<file path="src/rtl/sema_pkg.sv">
package sema_pkg;

   // Ownership of one token; the 2'b11 code is never legal
   typedef enum logic [1:0] {
      OWN_NONE  = 2'b00,
      OWN_LEFT  = 2'b01,
      OWN_RIGHT = 2'b10
   } own_e;

   // Decoded per-token command from one port
   typedef struct packed {
      logic claim;
      logic drop;
   } tok_cmd_t;

endpackage

</file>
<file path="src/rtl/sema_port_dec.sv">
module sema_port_dec #(
   parameter int NUM_TOKENS = 8,
   localparam int IDX_W = (NUM_TOKENS > 1) ? $clog2(NUM_TOKENS) : 1
) (
   input  logic                     sel,
   input  logic                     wr,
   input  logic [IDX_W-1:0]         idx,
   input  logic                     wdata,
   output sema_pkg::tok_cmd_t [NUM_TOKENS-1:0] cmd
);

   logic wr_hit;

   assign wr_hit = sel & wr;

   always_comb begin
      for (int t = 0; t < NUM_TOKENS; t++) begin
         cmd[t].claim = wr_hit && !wdata && (idx == IDX_W'(t));
         cmd[t].drop  = wr_hit &&  wdata && (idx == IDX_W'(t));
      end
   end

endmodule

</file>
<file path="src/rtl/sema_cell.sv">
module sema_cell #(
   parameter bit LEFT_WINS = 1'b1
) (
   input  logic               clk,
   input  logic               rst_n,
   input  sema_pkg::tok_cmd_t l_cmd,
   input  sema_pkg::tok_cmd_t r_cmd,
   output logic               own_l,
   output logic               own_r,
   output logic               pend_l,
   output logic               pend_r
);
   import sema_pkg::*;

   own_e state_q, state_d;
   logic lreq_q, rreq_q;
   logic lreq_d, rreq_d;
   logic pick_l, pick_r;

   // Request latches: a claim sets, a drop clears
   always_comb begin
      lreq_d = lreq_q;
      if (l_cmd.claim)     lreq_d = 1'b1;
      else if (l_cmd.drop) lreq_d = 1'b0;
      rreq_d = rreq_q;
      if (r_cmd.claim)     rreq_d = 1'b1;
      else if (r_cmd.drop) rreq_d = 1'b0;
   end

   // Fixed tie rule chosen at elaboration
   generate
      if (LEFT_WINS) begin : g_tie_left
         assign pick_l = lreq_d;
         assign pick_r = rreq_d & ~lreq_d;
      end else begin : g_tie_right
         assign pick_r = rreq_d;
         assign pick_l = lreq_d & ~rreq_d;
      end
   endgenerate

   always_comb begin
      state_d = OWN_NONE;
      if (state_q == OWN_LEFT && lreq_d)       state_d = OWN_LEFT;
      else if (state_q == OWN_RIGHT && rreq_d) state_d = OWN_RIGHT;
      else if (pick_l)                         state_d = OWN_LEFT;
      else if (pick_r)                         state_d = OWN_RIGHT;
   end

   always_ff @(posedge clk or negedge rst_n) begin
      if (!rst_n) begin
         state_q <= OWN_NONE;
         lreq_q  <= 1'b0;
         rreq_q  <= 1'b0;
      end else begin
         state_q <= state_d;
         lreq_q  <= lreq_d;
         rreq_q  <= rreq_d;
      end
   end

   assign own_l  = (state_q == OWN_LEFT);
   assign own_r  = (state_q == OWN_RIGHT);
   assign pend_l = lreq_q & ~own_l;
   assign pend_r = rreq_q & ~own_r;

endmodule

</file>
<file path="src/rtl/sema_rd_mux.sv">
module sema_rd_mux #(
   parameter int NUM_TOKENS = 8,
   localparam int IDX_W = (NUM_TOKENS > 1) ? $clog2(NUM_TOKENS) : 1
) (
   input  logic [IDX_W-1:0]      idx,
   input  logic [NUM_TOKENS-1:0] own,
   output logic                  rdata
);

   // Held-by-this-port reads 0; free, other-held or unmapped read 1
   always_comb begin
      rdata = 1'b1;
      for (int t = 0; t < NUM_TOKENS; t++) begin
         if (idx == IDX_W'(t)) rdata = ~own[t];
      end
   end

endmodule

</file>
<file path="src/rtl/sema_bank.sv">
module sema_bank #(
   parameter int NUM_TOKENS = 8,
   parameter bit LEFT_WINS  = 1'b1,
   localparam int IDX_W = (NUM_TOKENS > 1) ? $clog2(NUM_TOKENS) : 1
) (
   input  logic             clk,
   input  logic             rst_n,
   input  logic             lft_sel,
   input  logic             lft_wr,
   input  logic [IDX_W-1:0] lft_idx,
   input  logic             lft_wdata,
   output logic             lft_rdata,
   input  logic             rgt_sel,
   input  logic             rgt_wr,
   input  logic [IDX_W-1:0] rgt_idx,
   input  logic             rgt_wdata,
   output logic             rgt_rdata
);
   import sema_pkg::*;

   generate
      if (NUM_TOKENS < 2 || NUM_TOKENS > 64) begin : g_bad_count
         $fatal(1, "sema_bank: NUM_TOKENS must lie in 2..64");
      end
   endgenerate

   tok_cmd_t [NUM_TOKENS-1:0] l_cmd, r_cmd;
   logic [NUM_TOKENS-1:0] own_l, own_r, pend_l, pend_r;

   sema_port_dec #(.NUM_TOKENS(NUM_TOKENS)) u_dec_l (
      .sel(lft_sel), .wr(lft_wr), .idx(lft_idx), .wdata(lft_wdata), .cmd(l_cmd)
   );

   sema_port_dec #(.NUM_TOKENS(NUM_TOKENS)) u_dec_r (
      .sel(rgt_sel), .wr(rgt_wr), .idx(rgt_idx), .wdata(rgt_wdata), .cmd(r_cmd)
   );

   generate
      for (genvar g = 0; g < NUM_TOKENS; g++) begin : g_tok
         sema_cell #(.LEFT_WINS(LEFT_WINS)) u_cell (
            .clk    (clk),
            .rst_n  (rst_n),
            .l_cmd  (l_cmd[g]),
            .r_cmd  (r_cmd[g]),
            .own_l  (own_l[g]),
            .own_r  (own_r[g]),
            .pend_l (pend_l[g]),
            .pend_r (pend_r[g])
         );
      end
   endgenerate

   sema_rd_mux #(.NUM_TOKENS(NUM_TOKENS)) u_rd_l (
      .idx(lft_idx), .own(own_l), .rdata(lft_rdata)
   );

   sema_rd_mux #(.NUM_TOKENS(NUM_TOKENS)) u_rd_r (
      .idx(rgt_idx), .own(own_r), .rdata(rgt_rdata)
   );

endmodule

</file>
<file path="config.mk">
export PLATFORM = sky130hd
export DESIGN_NAME = sema_bank
export DESIGN_NICKNAME = d
export VERILOG_FILES = /design/src/rtl/sema_pkg.sv /design/src/rtl/sema_port_dec.sv /design/src/rtl/sema_cell.sv /design/src/rtl/sema_rd_mux.sv /design/src/rtl/sema_bank.sv
export SDC_FILE = /design/constraint.sdc
export NUM_CORES = 1
export LEC_CHECK = 0
export CORE_MARGIN = 1
export CORE_UTILIZATION = 30
export CTS_CLUSTER_SIZE = 30
export DETAILED_ROUTE_END_ITERATION = 10
export HOLD_SLACK_MARGIN = 0.02
export SYNTH_ARGS = -nofsm -noshare
export SYNTH_HDL_FRONTEND = slang
export SYNTH_SLANG_ARGS = --single-unit
</file>
<file path="constraint.sdc">
create_clock -name clk -period 1.4 [get_ports clk]
set_input_delay 0.21 -clock clk [delete_from_list [all_inputs] [get_ports clk]]
set_output_delay 0.21 -clock clk [all_outputs]
set_load 0.02 [all_outputs]
</file>
==> results.py <==
metrics = {
    "clock_tree": {
        "numCtsBuffers": 5,
        "clockBufferDepth": 2,
        "cts-root-buf": "clkbuf_8",
        "cts_tree": "built",
        "path_clk_slew_ns": 0.06,
        "cts_sinks": 32,
        "clk_latency_ns": 0.28,
        "h-tree-depth": 2,
    },
    "detailed_routing": {
        "vias_per_cell": 4.871,
        "final_antenna_net_count": 0,
        "drt-total-wl_mm": 3.653,
        "drt_pass1_iterations": 6,
        "wire_per_inst_um": 14.27,
        "first_iter_violations": 50,
        "num_vias": 1247,
        "drc": 0,
    },
    "timing": {
        "hold_viol": 0,
        "max_slew_margin_pct": 77.99,
        "setup_viol": 2,
        "worst_slack_ns": -0.4936,
        "whs_ns": 0.2904,
        "final.min_clock_period_ns": 1.894,
        "rsz0062_at_grt": "true",
        "fin_crit_sh_pct": 135.3,
        "finalMaxSlewViolations": 0,
        "fin_skew_ns": 0.005502,
        "worst_pin_slew_ns": 0.3282,
        "clock.fmax_mhz": 528.1,
    },
    "finish": {
        "n_antenna_cell": 0,
        "nFillCells": 492,
        "mostFrequentLayoutCell": "dfrtp_1",
        "final_nets": 199,
        "layout_common_cells": "dfrtp_1 (32), buf_4 (31), a21boi_1 (15), nand2b_1 (11)",
        "area_growth_pct": 47.80,
        "drive_gt1_share_pct": 44.09,
    },
    "setup_path": {
        "crit_fanout": 2,
        "endpoint_kind": "output pin",
        "crit_chain": "buf_6 > nor2_2 > nand3_1 > a221o_1 > a22o_1 > buf_6",
        "worstSetupPathType": "flop to output pin",
        "critPathTopFamily": "compound AO/OA/AOI/OAI gates",
        "crit_arrival_ns": 1.68,
        "cp_num_buf_inv": 2,
        "crit_path_frequent_cell": "buf_6",
        "cpPeakStageDelay_ns": 0.40,
        "cp-start-kind": "flop",
        "cp_slowest_cell": "dfrtp_1",
        "crit_required_ns": 1.19,
    },
    "power": {
        "p_per_area_mw_per_mm2": 1293,
        "ir_drop_uv": 701.6,
        "finalPower_uw": 3091,
        "p_leak_uw": 0.001030,
    },
    "logic_synthesis": {
        "synth_cell_types": 29,
        "yosysSeqAreaShare_pct": 49.50,
        "synth_area_leaders": "dfrtp_1 (49%), o31ai_2 (12%), a21boi_1 (7.4%)",
        "avgSynthCellArea_um2": 12.16,
        "ys_ff_latch": 32,
        "yosysTopAreaCell": "dfrtp_1",
        "synth_top_area_share_pct": 49.50,
        "yosysWarnings": 0,
        "synthesis.nets": 147,
        "syn_area_mm2": 0.001618,
        "synth_cells": 133,
    },
    "global_route": {
        "grt_antenna_before_repair": 0,
        "grt_pass1_vias": 1250,
        "grt_overflow": 0,
        "grt_first_pass_wirelength_mm": 5.796,
        "grt_use_total_pct": 14.05,
        "grt_max_degree": 33,
    },
    "floorplan": {
        "core-area_mm2": 0.005140,
        "die-area_mm2": 0.005690,
        "num_rows": 26,
        "start_util_pct": 31.48,
        "io_pins": 16,
        "die_h_um": 75.44,
        "die_x_um": 75.44,
    },
    "placed_design": {
        "place_congestion": 0.7626,
        "place.detailed.hpwl_mm": 2.719,
        "portBuffers": 15,
    },
    "run_status": {
        "outcome": "finished, violations left",
        "failed_checks": "setup timing",
    },
    "job": {
        "cap_violations": 0,
    },
    "min_path": {
        "hold_class": "primary input to async pin",
    },
}
[cells by family (layout without fill, tap and decap cells)]
group / count (synthesis) / count (layout) / share of synthesized area (%)
flops: 32 / 32 / 49.50
simple gates: 37 / 37 / 15.85
mux: 1 / 1 / 1.392
compound gates: 57 / 57 / 30.47
buf+inv: 6 / 59 / 2.783
[power by group]
group / switching, µW / total [µW] / internal, µW
logic: 420 / 912 / 492
clock network: 328 / 956 / 627
registers: 103 / 1220 / 1120
[sequential cells by signal, summed over array words and instances (netlist names)]
name / flops
g_tok.u_cell.lreq_q: 8
g_tok.u_cell.rreq_q: 8
g_tok.u_cell.state_q: 16
[per-stage QoR]
| stage | cells | worst slack (ns) | utilization, % | instance area (µm²) | setup TNS, ns |
|---|---|---|---|---|---|
| floorplan | 133 | -0.03260 | - | 1635 | -0.03260 |
| global placement | 242 | -0.9120 | 40.12 | 2062 | -11.06 |
| detailed placement | 242 | -0.9442 | 40.12 | 2062 | -12.45 |
| CTS | 251 | -0.5112 | 43.65 | 2243 | -1.067 |
| global route | 256 | -0.5557 | 46.52 | 2391 | -1.145 |
| finish | 256 | -0.4936 | 46.52 | 2391 | -0.9802 |
[cell type report]
| type | instances | area (µm²) | area share (%) |
|---|---|---|---|
| Multi-Input combinational cell | 95 | 922.1 | 38.57 |
| Sequential cell | 32 | 800.8 | 33.49 |
| Inverter | 1 | 3.754 | 0.1570 |
| Clock buffer | 7 | 96.34 | 4.029 |
| Tap cell | 70 | 87.58 | 3.663 |
| Clock inverter | 1 | 30.03 | 1.256 |
| Timing Repair Buffer | 50 | 450.4 | 18.84 |
[timing repair]
action | in CTS | in global routing
gates resized for setup | 25 | 18
setup buffers | 1 | 5
hold buffers | 0 | 0
cloned | 0 | 0
setup endpoints to repair | 21 | 14
pin swaps | 5 | 4
[cell usage after synthesis, drive strengths merged]
| cell | instances |
|---|---|
| o221ai | 1 |
| mux4 | 1 |
| o31ai | 16 |
| a21oi | 1 |
| or2 | 1 |
| a21boi | 16 |
| buf | 4 |
| nand2b | 13 |
| nand3b | 3 |
| nand3 | 3 |
| and4b | 1 |
| o41ai | 2 |
| a22o | 1 |
| dfrtp | 32 |
| nand2 | 4 |
| nor2 | 3 |
| o2111ai | 1 |
| nor2b | 9 |
| o21bai | 1 |
| clkbuf | 1 |
| a221o | 1 |
| a32o | 1 |
| o21ai | 15 |
| inv | 1 |
| o22ai | 1 |
[routing by layer]
metal	share of wire, %	track usage [%]	up-vias	wire length (µm)
li1	-	-	604	-
met2	51	23.71	24	1848
met3	3.4	4.101	9	125
met4	2.5	6.790	0	93
met5	0	0	-	0
met1	43	16.43	610	1585
[worst paths after layout]
kind                                       startpoint                         end  slack, ns  depth (start not counted)
hold / removal                                  rst_n      g_tok[3].u_cell.lreq_q       0.29                          2
min in group clk                           lft_idx[1]      g_tok[0].u_cell.lreq_q       0.42                          3
hold reg to reg                g_tok[2].u_cell.lreq_q      g_tok[2].u_cell.lreq_q       0.50                          2
max in group asynchronous                       rst_n      g_tok[5].u_cell.lreq_q       0.93                          2
setup / recovery           g_tok[2].u_cell.state_q[1]                   lft_rdata      -0.49                          6
setup reg to reg               g_tok[1].u_cell.lreq_q  g_tok[1].u_cell.state_q[0]       0.46                          4
No activity file was read; power rests on OpenSTA's default activity.
